[config.mk]
export PLATFORM = sky130hd
export DESIGN_NAME = burst_fire_seq
export DESIGN_NICKNAME = d
export VERILOG_FILES = /design/src/rtl/burst_fire_pkg.sv /design/src/rtl/zc_edge_sync.sv /design/src/rtl/bf_datapath.sv /design/src/rtl/bf_control.sv /design/src/rtl/burst_fire_seq.sv
export SDC_FILE = /design/constraint.sdc
export NUM_CORES = 1
export LEC_CHECK = 0
export BUFFER_PORTS_ARGS = -buffer_cell sky130_fd_sc_hd__buf_2
export CAP_MARGIN = 20
export CORE_MARGIN = 3
export CORE_UTILIZATION = 50
export DETAILED_ROUTE_END_ITERATION = 16
export GPL_TIMING_DRIVEN = 0
export PLACE_DENSITY = 0.7
export SLEW_MARGIN = 20
export SYNTH_ARGS = -nofsm -noshare
export SYNTH_HDL_FRONTEND = slang
export SYNTH_HIERARCHICAL = 1
export SYNTH_SLANG_ARGS = --single-unit
[constraint.sdc]
create_clock -name clk -period 1.7 [get_ports clk]
set_input_delay 0.17 -clock clk [delete_from_list [all_inputs] [get_ports clk]]
set_output_delay 0.17 -clock clk [all_outputs]
set_load 0.01 [all_outputs]
[src/rtl/burst_fire_pkg.sv]
package burst_fire_pkg;

  // Events reported by the datapath to the control
  typedef struct packed {
    logic rise;       // rising-crossing strobe
    logic fall;       // falling-crossing strobe
    logic syncFall;   // sync window just closed
    logic sampleDue;  // this rise is a decision sample point
    logic fireDec;    // latched decision
    logic sampled;    // at least one decision taken since reset
  } dpEvt_t;

  // Strobes and levels sent by the control to the datapath
  typedef struct packed {
    logic takeSample;
    logic gateArmed;
    logic firedPulse;
  } ctlStb_t;

  typedef enum logic [1:0] {
    PH_IDLE   = 2'd0,
    PH_FIRST  = 2'd1,
    PH_GAP    = 2'd2,
    PH_SECOND = 2'd3
  } pairPhase_t;

endpackage

[src/rtl/zc_edge_sync.sv]
module zc_edge_sync #(
  parameter int STAGES = 2
) (
  input  logic clk,
  input  logic rst_n,
  input  logic asyncIn,
  output logic riseStb
);
  logic [STAGES-1:0] chain;
  logic lastLvl;

  generate
    if (STAGES == 1) begin : g_single
      always_ff @(posedge clk or negedge rst_n)
        if (!rst_n) chain <= '0;
        else        chain <= asyncIn;
    end else begin : g_multi
      always_ff @(posedge clk or negedge rst_n)
        if (!rst_n) chain <= '0;
        else        chain <= {chain[STAGES-2:0], asyncIn};
    end
  endgenerate

  always_ff @(posedge clk or negedge rst_n)
    if (!rst_n) lastLvl <= 1'b0;
    else        lastLvl <= chain[STAGES-1];

  assign riseStb = chain[STAGES-1] & ~lastLvl;
endmodule

[src/rtl/bf_datapath.sv]
module bf_datapath
  import burst_fire_pkg::*;
#(
  parameter int CNT_W       = 11,
  parameter int CODE_W      = 4,
  parameter int SLOT_W      = 4,
  parameter int SYNC_STAGES = 2
) (
  input  logic              clk,
  input  logic              rst_n,
  input  logic              zcRise,
  input  logic              zcFall,
  input  logic              syncWindow,
  input  logic              cmpDemand,
  input  logic              failsafe,
  input  ctlStb_t           ctl,
  output dpEvt_t            evt,
  output logic [CODE_W-1:0] dacCode,
  output logic              gateEn,
  output logic              cycleFired
);
  localparam logic [SLOT_W-1:0] SLOT_LAST = {SLOT_W{1'b1}};

  logic riseStb, fallStb;
  logic [CNT_W-1:0] cycleCnt;
  logic fireDec, sampled, syncPrev;

  zc_edge_sync #(.STAGES(SYNC_STAGES)) u_rise_sync (
    .clk(clk), .rst_n(rst_n), .asyncIn(zcRise), .riseStb(riseStb));
  zc_edge_sync #(.STAGES(SYNC_STAGES)) u_fall_sync (
    .clk(clk), .rst_n(rst_n), .asyncIn(zcFall), .riseStb(fallStb));

  always_ff @(posedge clk or negedge rst_n)
    if (!rst_n)       cycleCnt <= '0;
    else if (riseStb) cycleCnt <= cycleCnt + 1'b1;

  always_ff @(posedge clk or negedge rst_n)
    if (!rst_n) begin
      fireDec <= 1'b0;
      sampled <= 1'b0;
    end else if (ctl.takeSample) begin
      fireDec <= cmpDemand;
      sampled <= 1'b1;
    end

  always_ff @(posedge clk or negedge rst_n)
    if (!rst_n) begin
      syncPrev   <= 1'b0;
      cycleFired <= 1'b0;
    end else begin
      syncPrev   <= syncWindow;
      cycleFired <= ctl.firedPulse;
    end

  assign evt.rise      = riseStb;
  assign evt.fall      = fallStb;
  assign evt.syncFall  = syncPrev & ~syncWindow;
  assign evt.sampleDue = riseStb & (cycleCnt[SLOT_W-1:0] == SLOT_LAST);
  assign evt.fireDec   = fireDec;
  assign evt.sampled   = sampled;

  assign dacCode = cycleCnt[CNT_W-1 -: CODE_W];
  assign gateEn  = ctl.gateArmed & syncWindow & ~failsafe;
endmodule

[src/rtl/bf_control.sv]
module bf_control
  import burst_fire_pkg::*;
(
  input  logic    clk,
  input  logic    rst_n,
  input  dpEvt_t  evt,
  input  logic    cmpDemand,
  input  logic    failsafe,
  output ctlStb_t ctl
);
  pairPhase_t phase, phaseNxt;
  logic decision, eligible, fired;

  assign decision = evt.sampleDue ? cmpDemand : evt.fireDec;
  assign eligible = (evt.sampled | evt.sampleDue) & decision & ~failsafe;

  always_comb begin
    phaseNxt = phase;
    fired    = 1'b0;
    case (phase)
      PH_FIRST:  if (evt.syncFall) phaseNxt = PH_GAP;
      PH_GAP:    if (evt.fall)     phaseNxt = PH_SECOND;
      PH_SECOND: if (evt.syncFall) begin
                   phaseNxt = PH_IDLE;
                   fired    = 1'b1;
                 end
      default:   phaseNxt = PH_IDLE;
    endcase
    if (evt.rise) phaseNxt = eligible ? PH_FIRST : PH_IDLE;
    if (failsafe) begin
      phaseNxt = PH_IDLE;
      fired    = 1'b0;
    end
  end

  always_ff @(posedge clk or negedge rst_n)
    if (!rst_n) phase <= PH_IDLE;
    else        phase <= phaseNxt;

  assign ctl.takeSample = evt.sampleDue;
  assign ctl.gateArmed  = (phase == PH_FIRST) | (phase == PH_SECOND);
  assign ctl.firedPulse = fired;
endmodule

[src/rtl/burst_fire_seq.sv]
module burst_fire_seq
  import burst_fire_pkg::*;
#(
  parameter int CNT_W       = 11,
  parameter int CODE_W      = 4,
  parameter int SLOT_W      = 4,
  parameter int SYNC_STAGES = 2
) (
  input  logic              clk,
  input  logic              rst_n,
  input  logic              zc_rise,
  input  logic              zc_fall,
  input  logic              sync_window,
  input  logic              cmp_demand,
  input  logic              failsafe,
  output logic [CODE_W-1:0] dac_code,
  output logic              gate_en,
  output logic              cycle_fired
);
  dpEvt_t  evt;
  ctlStb_t ctl;

  bf_datapath #(
    .CNT_W(CNT_W), .CODE_W(CODE_W), .SLOT_W(SLOT_W), .SYNC_STAGES(SYNC_STAGES)
  ) u_dp (
    .clk(clk), .rst_n(rst_n), .zcRise(zc_rise), .zcFall(zc_fall),
    .syncWindow(sync_window), .cmpDemand(cmp_demand), .failsafe(failsafe),
    .ctl(ctl), .evt(evt), .dacCode(dac_code), .gateEn(gate_en),
    .cycleFired(cycle_fired));

  bf_control u_ctl (
    .clk(clk), .rst_n(rst_n), .evt(evt), .cmpDemand(cmp_demand),
    .failsafe(failsafe), .ctl(ctl));
endmodule

==> flow_summary_export.csv <==
group,metric,value,unit
detailed_routing,dr.pass1.iters,4,
floorplan,die_area,2720,um^2
clock_network,cts_tree,"built",
clock_network,clock_sinks,23,
sta,max_slew.worst_pin.slew,0.498,ns
detailed_routing,wirelength,1460,um
synthesis,synth_area_leaders,"dfrtp_1 54%, buf_4 7.1%, xor2_1 5.8%",
synthesis,syn_inst,87,
synthesis,synth_common_cells,"23 x dfrtp_1, 10 x buf_4, 7 x nand2_1, 7 x xor2_1",
setup_path,r2r_cells,6,
detailed_routing,drc,0,
global_routing,grt_first_pass_wirelength,2590,um
sta,drv_slew,0,
setup_path,cp-start-kind,"flop",
cells_and_area,final_util,62.7,%
placement,port_buffers,12,
detailed_routing,routedWlPerCell,10.7,um
clock_network,clk_latency,0.29,ns
power_and_ir_drop,p_leak,0.644,nW
min_path,hold_path.class,"in -> reg",
detailed_routing,dr.first_iter.drc_count,4,
synthesis,ys_seq_elements,23,
synthesis,synth.most_common_cell,"dfrtp_1",
setup_path,arrival,1.83,ns
sta,period_needed,1.61,ns
cells_and_area,layout-drive-gt1-share,33.9,%
clock_network,clk_pin_slew,0.11,ns
setup_path,endpoint_kind,"flop",
cells_and_area,area_growth,16.7,%
cells_and_area,antenna_cells,0,
synthesis,synth_top_area_share,54.1,%
min_path,holdPathStages,2,
global_routing,grt_max_degree,24,
synthesis,syn_nets,98,
sta,grt_setup_unrepaired,"no",
synthesis,yosysWarnings,6,
floorplan,fp-row-count,16,
power_and_ir_drop,report.power.total,1.28,mW
setup_path,path_class,"reg -> reg",
synthesis,yosysSeqAreaShare,54.1,%
detailed_routing,viasPerCell,4.57,
synthesis,synthFlopType,"dfrtp_1",
global_routing,gr-total-overflow,0,
synthesis,synth_edf_count,0,
setup_path,required,1.92,ns
sta,whs,0.0741,ns
sta,finalCritPeriodShare,94.8,%
placement,pre_cts_ws,0.0960,ns
detailed_routing,ant_nets,0,
power_and_ir_drop,power.internal,0.917,mW
sta,fin_skew,0.00345,ns
setup_path,timing.rr.end,"u_ctl/phase[0]$_DFFE_PN0P_",
power_and_ir_drop,ir_worst_vdd,578,uV
setup_path,critPathMaxFanout,5,
synthesis,synth.avg_cell_area,12.2,um^2
sta,slew_headroom,66.8,%
placement,placed_cells_incl_taps,126,
synthesis,syn-cell-area,1060,um^2
global_routing,first_global_vias,598,
global_routing,antenna_found_initial,0,
cells_and_area,layout.nets,121,
clock_network,cts_buffers,3,
floorplan,start_util,53.7,%
placement,place_congestion,0.707,
global_routing,grtUsageTotal,13.2,%
status,status,"finished, final reports clean",
sta,hold_violations,0,
cells_and_area,instances_no_fill,136,
placement,hpwl,1040,um
cells_and_area,fin_area,1240,um^2
power_and_ir_drop,p_sw_share,28.2,%
clock_network,htreeDepth,1,
min_path,hold_start,"failsafe",
floorplan,die_w,52.1,um
power_and_ir_drop,sequentialPowerShare,58.1,%
synthesis,synthDistinctLibCells,27,
power_and_ir_drop,p_sw,0.360,mW
synthesis,synth_area_leader_cell,"dfrtp_1",
placement,placed_area,1160,um^2
sta,layout_setup_ws,0.0889,ns
floorplan,core-area,1980,um^2
synthesis,synth_async_sr_flop_share,100,%
min_path,hold_end,"u_ctl/phase[1]$_DFFE_PN0P_",
detailed_routing,num_vias,621,
floorplan,pin_count,13,
power_and_ir_drop,combPwrFrac,23.5,%
power_and_ir_drop,clkPwrFrac,18.4,%
clock_network,clockBufferDepth,2,
clock_network,root_buffer,"clkbuf_4",
sta,tns,0,ns
setup_path,r2r_slack,0.09,ns
sta,setup_viol,0,
setup_path,r2r_start,"u_dp/cycleCnt[0]$_DFFE_PN0P_",
flow_run,maxCapViolCount,0,
sta,max_freq,0.621,GHz
power_and_ir_drop,power.density,1030,nW/um^2
floorplan,die_h,52.1,um
## sequential cells by signal, indices dropped and copies added (netlist names)
| signal | flops |
|---|---|
| u_dp/syncPrev | 1 |
| u_dp/sampled | 1 |
| u_dp/u_rise_sync/lastLvl | 1 |
| u_dp/cycleFired | 1 |
| u_dp/cycleCnt | 11 |
| u_dp/u_fall_sync/lastLvl | 1 |
| u_dp/fireDec | 1 |
| u_dp/u_rise_sync/chain | 2 |
| u_ctl/phase | 2 |
| u_dp/u_fall_sync/chain | 2 |
## worst max-delay path by stage
stage,end,depth (start not counted),from
6_report,u_ctl/phase[0]$_DFFE_PN0P_,6,u_dp/cycleCnt[0]$_DFFE_PN0P_
3_5_place_dp,u_ctl/phase[0]$_DFFE_PN0P_,6,u_dp/cycleCnt[0]$_DFFE_PN0P_
5_1_grt,u_ctl/phase[0]$_DFFE_PN0P_,6,u_dp/cycleCnt[0]$_DFFE_PN0P_
4_1_cts,u_ctl/phase[0]$_DFFE_PN0P_,6,u_dp/cycleCnt[0]$_DFFE_PN0P_
2_1_floorplan,u_ctl/phase[0]$_DFFE_PN0P_,6,u_dp/cycleCnt[0]$_DFFE_PN0P_
3_3_place_gp,u_ctl/phase[0]$_DFFE_PN0P_,6,u_dp/cycleCnt[0]$_DFFE_PN0P_
## worst max-delay path, cell delays in order, from the launching register on
cell,delay (ns)
dfrtp_1,0.42
ha_1,0.24
nand4_2,0.17
inv_1,0.08
nand3b_1,0.16
a311o_1,0.32
a211oi_2,0.14
## power groups by stage
stage / registers (mW) / clock network (mW) / logic [mW]
4_1_cts: 0.746 / 0.253 / 0.280
3_5_place_dp: 0.754 / 0 / 0.267
2_1_floorplan: 0.738 / 0 / 0.216
6_report: 0.742 / 0.235 / 0.300
3_3_place_gp: 0.753 / 0 / 0.255
5_1_grt: 0.763 / 0.279 / 0.344
## cells by family after synthesis
logic type,share of synthesized area [%]
buffers and inverters,8.11
AOI/OAI and AO/OA,3.64
DFF,54.1
and+or+nand+nor,19.2
xor gates and xnor gates,8.23
muxes,2.12
adders and majority gates,4.70
## layout by cell type (no fill, tap or decap), drive strengths merged, types with 2 or more instances in the layout
master	count
nand4	4
xor2	7
ha	4
or2	2
xnor2	3
dlygate4sd3	4
mux2	2
nor3	5
nor2b	3
nand2	7
clkbuf	4
dfrtp	23
inv	3
buf	24
nor2	4
## per-layer routing
layer	GRT usage (%)	vias to the layer above	wire, um
met5	0	-	0
met4	7.66	0	10
met3	3.44	2	53
met2	20.3	10	691
met1	16.6	281	699
li1	-	328	-
## layout make-up
type	count	area [um^2]
Fill cell	170	739
Sequential cell	23	576
Multi-Input combinational cell	51	405
Timing Repair Buffer	18	115
Buffer	10	75.1
Tap cell	27	33.8
Clock buffer	4	26.3
Inverter	3	11.3
## what timing repair did
action                     4_1_cts  5_1_grt
hold buffers                     4        0
resized for setup                0        1
hold endpoints to repair        26        0
buffers inserted                 0        2
setup endpoints to repair        0        2
(Power assumes the default switching activity.)
